[src/rtl/smbus_regfile.sv]
module smbus_regfile #(
  parameter int              NREGS    = 8,
  parameter logic [6:0]      DEV_ADDR = 7'h69,
  parameter logic [NREGS*8-1:0] INIT  = 64'h0F1E2D3C4B5A6978
) (
  input  logic               clk,
  input  logic               rst_n,
  input  logic               scl_i,
  input  logic               sda_i,
  output logic               sda_drv_low,
  output logic [NREGS*8-1:0] regs_o
);
  localparam int PW = 6;
  localparam int IW = (NREGS > 1) ? $clog2(NREGS) : 1;
  localparam logic [PW-1:0] NR = PW'(NREGS);

  typedef enum logic [2:0] {S_IDLE, S_ADDR, S_CMD, S_CNT, S_WR, S_RD} st_t;

  logic [1:0] scl_q, sda_q;
  logic       scl_p, sda_p;
  logic       scl_s, sda_s, rise, fall, start_ev, stop_ev;
  st_t        st;
  logic [7:0] sh, left;
  logic [6:0] txb;
  logic [3:0] bitcnt;
  logic [PW-1:0] ptr;
  logic       cmd_ok, bytemode, cnt_sent, wr_done, ack;
  logic [7:0] rd_val;
  logic [7:0] mem [NREGS];

  assign scl_s    = scl_q[1];
  assign sda_s    = sda_q[1];
  assign rise     = scl_s & ~scl_p;
  assign fall     = ~scl_s & scl_p;
  assign start_ev = scl_s & scl_p & sda_p & ~sda_s;
  assign stop_ev  = scl_s & scl_p & ~sda_p & sda_s;

  always_ff @(posedge clk or negedge rst_n)
    if (!rst_n) begin
      scl_q <= 2'b11; sda_q <= 2'b11; scl_p <= 1'b1; sda_p <= 1'b1;
    end else begin
      scl_q <= {scl_q[0], scl_i}; sda_q <= {sda_q[0], sda_i};
      scl_p <= scl_s;             sda_p <= sda_s;
    end

  always_comb begin
    if (!bytemode && !cnt_sent) rd_val = 8'(NREGS);
    else if (ptr < NR)          rd_val = mem[ptr[IW-1:0]];
    else                        rd_val = 8'h00;
  end

  always_comb begin
    case (st)
      S_ADDR:  ack = (sh[7:1] == DEV_ADDR) && (!sh[0] || cmd_ok);
      S_CMD:   ack = (sh[6:5] == 2'b00);
      S_CNT:   ack = 1'b1;
      S_WR:    ack = bytemode ? !wr_done : ((left != 8'd0) && (ptr < NR));
      default: ack = 1'b0;
    endcase
  end

  always_ff @(posedge clk or negedge rst_n)
    if (!rst_n) begin
      st <= S_IDLE; sh <= '0; left <= '0; txb <= '0; bitcnt <= '0; ptr <= '0;
      cmd_ok <= 1'b0; bytemode <= 1'b0; cnt_sent <= 1'b0; wr_done <= 1'b0;
      sda_drv_low <= 1'b0;
      for (int i = 0; i < NREGS; i++) mem[i] <= INIT[i*8 +: 8];
    end else if (start_ev) begin
      st <= S_ADDR; bitcnt <= '0; sda_drv_low <= 1'b0;
    end else if (stop_ev) begin
      st <= S_IDLE; cmd_ok <= 1'b0; sda_drv_low <= 1'b0;
    end else if (st != S_IDLE) begin
      if (rise) begin
        if (bitcnt < 4'd8) begin
          sh <= {sh[6:0], sda_s};
          bitcnt <= bitcnt + 4'd1;
        end else if (bitcnt == 4'd9 && st == S_RD && sda_s) begin
          st <= S_IDLE; cmd_ok <= 1'b0;
        end
      end else if (fall) begin
        if (bitcnt == 4'd8) begin
          bitcnt <= 4'd9;
          if (st == S_RD) sda_drv_low <= 1'b0;
          else if (!ack) begin
            sda_drv_low <= 1'b0; st <= S_IDLE; cmd_ok <= 1'b0;
          end else begin
            sda_drv_low <= 1'b1;
            case (st)
              S_ADDR: st <= sh[0] ? S_RD : S_CMD;
              S_CMD: begin
                cmd_ok <= 1'b1; bytemode <= sh[7]; cnt_sent <= 1'b0; wr_done <= 1'b0;
                ptr <= sh[7] ? {1'b0, sh[4:0]} : '0;
                st  <= sh[7] ? S_WR : S_CNT;
              end
              S_CNT: begin left <= sh; st <= S_WR; end
              S_WR: begin
                if (ptr < NR) begin
                  mem[ptr[IW-1:0]] <= sh;
                  ptr <= ptr + 1'b1;
                end
                if (bytemode) wr_done <= 1'b1;
                else          left <= left - 8'd1;
              end
              default: ;
            endcase
          end
        end else if (bitcnt == 4'd9) begin
          bitcnt <= '0;
          if (st == S_RD) begin
            txb <= rd_val[6:0];
            sda_drv_low <= ~rd_val[7];
            if (!bytemode && !cnt_sent) cnt_sent <= 1'b1;
            else if (ptr < NR)          ptr <= ptr + 1'b1;
          end else sda_drv_low <= 1'b0;
        end else if (st == S_RD) begin
          sda_drv_low <= ~txb[6];
          txb <= {txb[5:0], 1'b0};
        end
      end
    end

  for (genvar g = 0; g < NREGS; g++) begin : g_out
    assign regs_o[g*8 +: 8] = mem[g];
  end
endmodule


[config.mk]
export PLATFORM = sky130hd
export DESIGN_NAME = smbus_regfile
export DESIGN_NICKNAME = d
export VERILOG_FILES = /design/src/rtl/smbus_regfile.sv
export SDC_FILE = /design/constraint.sdc
export NUM_CORES = 1
export LEC_CHECK = 0
export CAP_MARGIN = 20
export CORE_ASPECT_RATIO = 0.9
export CORE_MARGIN = 2
export CORE_UTILIZATION = 60
export DETAILED_ROUTE_END_ITERATION = 8
export DONT_BUFFER_PORTS = 1
export MAX_ROUTING_LAYER = met4
export PLACE_DENSITY = 0.76
export SKIP_CTS_REPAIR_TIMING = 1
export SYNTH_ARGS = -nofsm -noshare
export SYNTH_HDL_FRONTEND = slang
export SYNTH_SLANG_ARGS = --single-unit
[constraint.sdc]
create_clock -name clk -period 3.3 [get_ports clk]
set_input_delay 0.99 -clock clk [delete_from_list [all_inputs] [get_ports clk]]
set_output_delay 0.99 -clock clk [all_outputs]
set_load 0.01 [all_outputs]
Word level (Yosys, flattened, before mapping)
Cells that the tools add are included.
{ "word_totals": {"regBits": 111, "latch_bits": 0, "ram_bits": 0, "rom_bits": 0, "inputBits": 4, "out_inout_bits": 65, "elab_cells": 192, "mem_count": 0} }
{ "op_classes": {"n_addsub": 3, "multipliers": 0, "n_div": 0, "n_lt_le_gt_ge": 4, "n_eq_ne": 24, "n_shift": 0, "n_mux": 75, "bitwise": 19, "reduce_logical": 44} }
{ "op_table": {"columns": ["operator", "n"], "rows": [
  ["64-bit bitwise mux", 1],
  ["8-bit 2-to-1 mux", 6],
  ["6-bit 2-to-1 mux", 7],
  ["3-bit 2-to-1 mux", 12],
  ["4-bit 2-to-1 mux", 8],
  ["1-bit 2-to-1 mux", 30],
  ["10-bit AND reduction", 3],
  ["8-bit binary-select mux with 3-bit select", 1],
  ["8-bit demux with 3-bit select", 1],
  ["11-bit AND reduction", 2],
  ["7-bit 2-to-1 mux", 3],
  ["3-bit nonzero test", 7],
  ["8-bit case mux with 2 select lines", 1],
  ["2-bit nonzero test", 8],
  ["7-bit AND reduction", 2],
  ["2-bit inequality test (second input constant)", 6],
  ["6-bit case mux with 2 select lines", 1],
  ["4-bit nonzero test", 3],
  ["1-bit inverter", 11],
  ["5-bit AND reduction", 2],
  ["3-bit by 1-bit inequality test with 1-bit output (second input constant)", 3],
  ["3-bit case mux with 3 select lines", 1],
  ["9-bit AND reduction", 1],
  ["4-bit == test (second input constant)", 2],
  ["other kinds (29)", 47]
]} }

Longest topological paths before layout
{ "logic_depth": {"word_depth": 15, "ltp_mapped": 10, "depth_no_buf": 9} }

Worst setup path before layout
Ideal clock, no wire load.
{ "synth_path": {"path_type": "reg-to-reg", "startpoint": "register scl_p", "endpoint": "register left[4]", "setup_time_ns": 0.121, "arrival_time_ns": 2.205, "required_ns": 3.179, "setup_slack_ns": 0.974, "path_stages_with_launch": 9, "path_buffers": 3, "synth_period_minus_slack_ns": 2.326, "cell_sequence": "dfstp_2 -> inv_1 -> ha_1 -> clkbuf_1 -> nor4_1 -> buf_2 -> clkbuf_1 -> nand4_1 -> a22o_1"} }
{ "synth_via": {"elab_chain_cells": 5, "elab_cells_between_ends": 12, "classes_between": "bitwise: 11; reduce/logical: 1"} }
{ "synth_rtl": {"columns": ["item", "line", "source"], "rows": [
  ["start, declared", "20", "logic scl_p, sda_p;"],
  ["start signal, assigned", "43", "scl_p <= scl_s; sda_p <= sda_s;"],
  ["1-bit bitwise AND", "35, 36", null],
  ["1-bit bitwise AND (on tied branches) (2 in series)", "36, 35", null],
  ["1-bit inverter (no line)", null, null],
  ["10-bit AND reduction (no line) *", null, null],
  ["end signal, assigned", "102", "else left <= left - 8'd1;"],
  ["end, declared", "23", "logic [7:0] sh, left;"]
]} }
Every way passes the cells marked *; elsewhere a longest branch is shown, timed or not.
A chain may end at the register's enable or synchronous reset.

Worst setup path in the final report
{ "layout_path": {"startpoint": "register st[0]", "endpoint": "register mem, in the netlist regs_o[26]"} }
{ "layout_via": {"elab_chain_cells": 3, "elab_cells_between_ends": 9, "classes_between": "eq/ne: 5; mux: 1; bitwise: 1; reduce/logical: 2"} }
{ "layout_rtl": {"columns": ["item", "line", "source"], "rows": [
  ["start, declared", "22", "st_t st;"],
  ["start signal, assigned", "89", "S_ADDR: st <= sh[0] ? S_RD : S_CMD;"],
  ["start signal, assigned", "93", "st <= sh[7] ? S_WR : S_CNT;"],
  ["3-bit == test (tied with other cells)", "53, 88", null],
  ["1-bit case mux with 4 select lines or 1-bit inverter (tied branches)", null, null],
  ["10-bit AND reduction (no line) *", null, null],
  ["end signal, assigned by index", "98", "mem[ptr[IW-1:0]] <= sh;"],
  ["end, declared", "29", "logic [7:0] mem [NREGS];"]
]} }
Marks and branches as above.

==> impl_results.md <==
* Hold Crit Class: input port to async pin
* CP bufs+invs at 0
* Crit Path Max Fanout at 13
* Synth area leaders: dfrtp_1 (31%), dfstp_2 (17%), mux2_2 (15%), mux4_2 (5.3%), ha_1 (2.5%)
* First-pass GRT wire length at 22,400 um
* Sequential Power Share at 61.7%
* Setup total negative slack at 0 ps
* Synth area leader: dfrtp_1
* Status: completed
* Pre-antenna DRT Iters at 5
* Power, Total at 2.29 mW
* Slew HR at 27.8%
* DRC errors left at 0
* Clk_skew at 17.9 ps
* CP startpoint kind: register
* Yosys reg bits at 111
* CTS Sinks at 111
* Sequential area share after synthesis at 47.5%
* Cell Area, Synth at 5940 um2
* Final #Nets at 500
* Final HPWL DP at 9330 um
* Clk slew on worst S/H paths at 120 ps
* Yosys top cell area share at 30.7%
* Iteration-0 DRC Markers at 327
* Final count of hold timing violations at 0
* Ant. Diodes at 0
* Post-Route WL at 13,800 um
* Post-place setup slack at 342 ps
* DR WL/cell at 22.4 um
* Minimum clock period at 2980 ps
* Worst EP arrival at 3260 ps
* CTS max path bufs at 2
* Post-synth net total at 513
* Via Count at 4,110
* Number of flops mapped to enable cells by yosys at 0
* Maxcap violations at 0
* Area Overhead vs Synth at 4.44%
* Cell Int Power at 1.72 mW
* CP Capture Type: register
* Largest net degree at the start of global routing at 112
* Global Route Usage Sum at 28.4%
* Detail Route met2 WL at 6600 um
* Synth unique cells at 67
* Crit path required time at 3580 ps
* PwrDens at 370 nW/um2
* Actual slew at the worst max-slew pin at 1080 ps
* Via density per instance at 6.68
* Syn Area/Cell at 12.0 um2
* VDD IR-drop max at 0.000320 V
* Ports at 69
* Slowest cell on the critical path: a211o_1
* Slowest cell delay on critical path at 630 ps
* Non-filler cells, final at 615
* Placer Congestion at 0.864
* Placed Cells at 598
* Die Area at 10,700 um2
* Routed wl met3 at 957 um
* Root buf cell: clkbuf_8
* FMAX at 0.336 GHz
* Synth Flop Type: dfrtp_1
* RSZ-0062 raised after global routing: no
* Leak Pwr at 2.68 nW
* Final worst slack at 324 ps
* Number of synthesis warnings at 0
* Grt ovf at 0
* Crit Path Category: register to register
* CTS tree: yes
* H-tree depth at 3
* Switching share of total power at 25.2%
* Final slew viol count at 0
* Post-Synthesis Cells at 497
* # port buffers at 0
* Period utilization at 90.2%
* Vias in the first global route at 4,135
* Post-synth ARST share at 100%
* Initial antenna violation count at 0
* Die X at 109 um
* Initial core utilization at 61.5%
* Clock Latency Late Sink at 390 ps
* Synth top cells by count: mux2_2 (80), dfrtp_1 (73), dfstp_2 (38)
* Rows at 34
* Die height at 98.4 um
* CP cell instances: or3b_1 > nor3_1 > a211o_1 > nand3_2 > mux2_2
* Sw power at 0.579 mW
* CTS Buf Count at 9
* Final setup viols at 0
* Top delay family on crit path: simple AND/OR/NAND/NOR gates
* Layout cells sized above 1 at 35.6%
* Core Area at 9660 um2
* DR top layer: met4
* Leading cell type by number of instances after synthesis: mux2_2
* Combinational cell fraction of total power at 3.2%
* M1 WL at 5820 um
* Clock share of power at 35.2%
* Routed Antenna Nets at 0
## layout by cell type, fill, tap and decap left out, drive strengths merged, types with 6 or more instances in the layout
master / Yosys / routed
a21oi: 16 / 16
a22oi: 7 / 7
a31oi: 6 / 6
buf: 14 / 8
clkbuf: 19 / 12
dfrtp: 73 / 73
dfstp: 38 / 38
ha: 12 / 12
inv: 17 / 20
mux2: 81 / 81
mux2i: 6 / 6
mux4: 14 / 14
nand2: 27 / 27
nand2b: 6 / 6
nand3: 17 / 17
nor2: 24 / 24
nor3: 12 / 12
o21ai: 12 / 12
## stage by stage
step                      util [%]  instance area, um2  hold slack (ps)
after floorplan                  -                5940              345
after global placement        62.2                6010              346
after detailed placement      62.2                6010              347
after CTS                     64.2                6200              270
after global routing          64.3                6210              260
final                         64.3                6210              276
## state kept, by name, indices dropped and copies added (netlist names), 2 cells and up
signal	flops
regs_o	64
left	8
sh	8
txb	7
ptr	6
bitcnt	4
st	3
scl_q	2
sda_q	2
## cell families (layout without fill, tap and decap cells)
| kind of cell | count (synthesis) | count (layout) | synth area share, % |
|---|---|---|---|
| and+or+nand+nor | 130 | 130 | 12.8 |
| DFF | 111 | 111 | 47.5 |
| muxes | 101 | 101 | 21.7 |
| AOI/OAI and AO/OA | 91 | 91 | 11.4 |
| buffers and inverters | 52 | 44 | 4.02 |
| adders and majority gates | 12 | 12 | 2.53 |
## power by group through the flow
stage | logic (mW) | registers, mW | clock network, mW
2_1_floorplan | 0.0706 | 1.41 | 0
3_3_place_gp | 0.0704 | 1.44 | 0
3_5_place_dp | 0.0715 | 1.44 | 0
4_1_cts | 0.0720 | 1.41 | 0.825
5_1_grt | 0.0828 | 1.42 | 0.868
6_report | 0.0726 | 1.41 | 0.807
## final cells by class
class | instances | area, um2
multi-input combinational | 334 | 2900
clock buffer | 11 | 141
tap | 126 | 158
fill | 724 | 3450
clock inverter | 5 | 47.5
inverter | 19 | 71.3
sequential | 111 | 2830
timing repair buffer | 9 | 67.6
## path summary, 6_finish.rpt
path                            startpoint    endpoint  slack (ps)  cells past startpoint
worst max-delay path                 st[0]  regs_o[26]         320                      5
worst min-delay path                 rst_n       sh[7]         280                      0
worst max register to register       st[0]  regs_o[26]         320                      5
worst min register to register    sda_q[0]    sda_q[1]         360                      0
max in group asynchronous            rst_n  regs_o[35]        2740                      0
min in group clk                  sda_q[0]    sda_q[1]         360                      0
## layer usage
metal  global-route usage [%]  vias to the layer above
met5                        -                        -
met4                     11.2                        0
met3                     8.07                       28
met2                     42.3                      134
met1                     36.8                     2118
li1                         -                     1830
(Power assumes the default switching activity.)
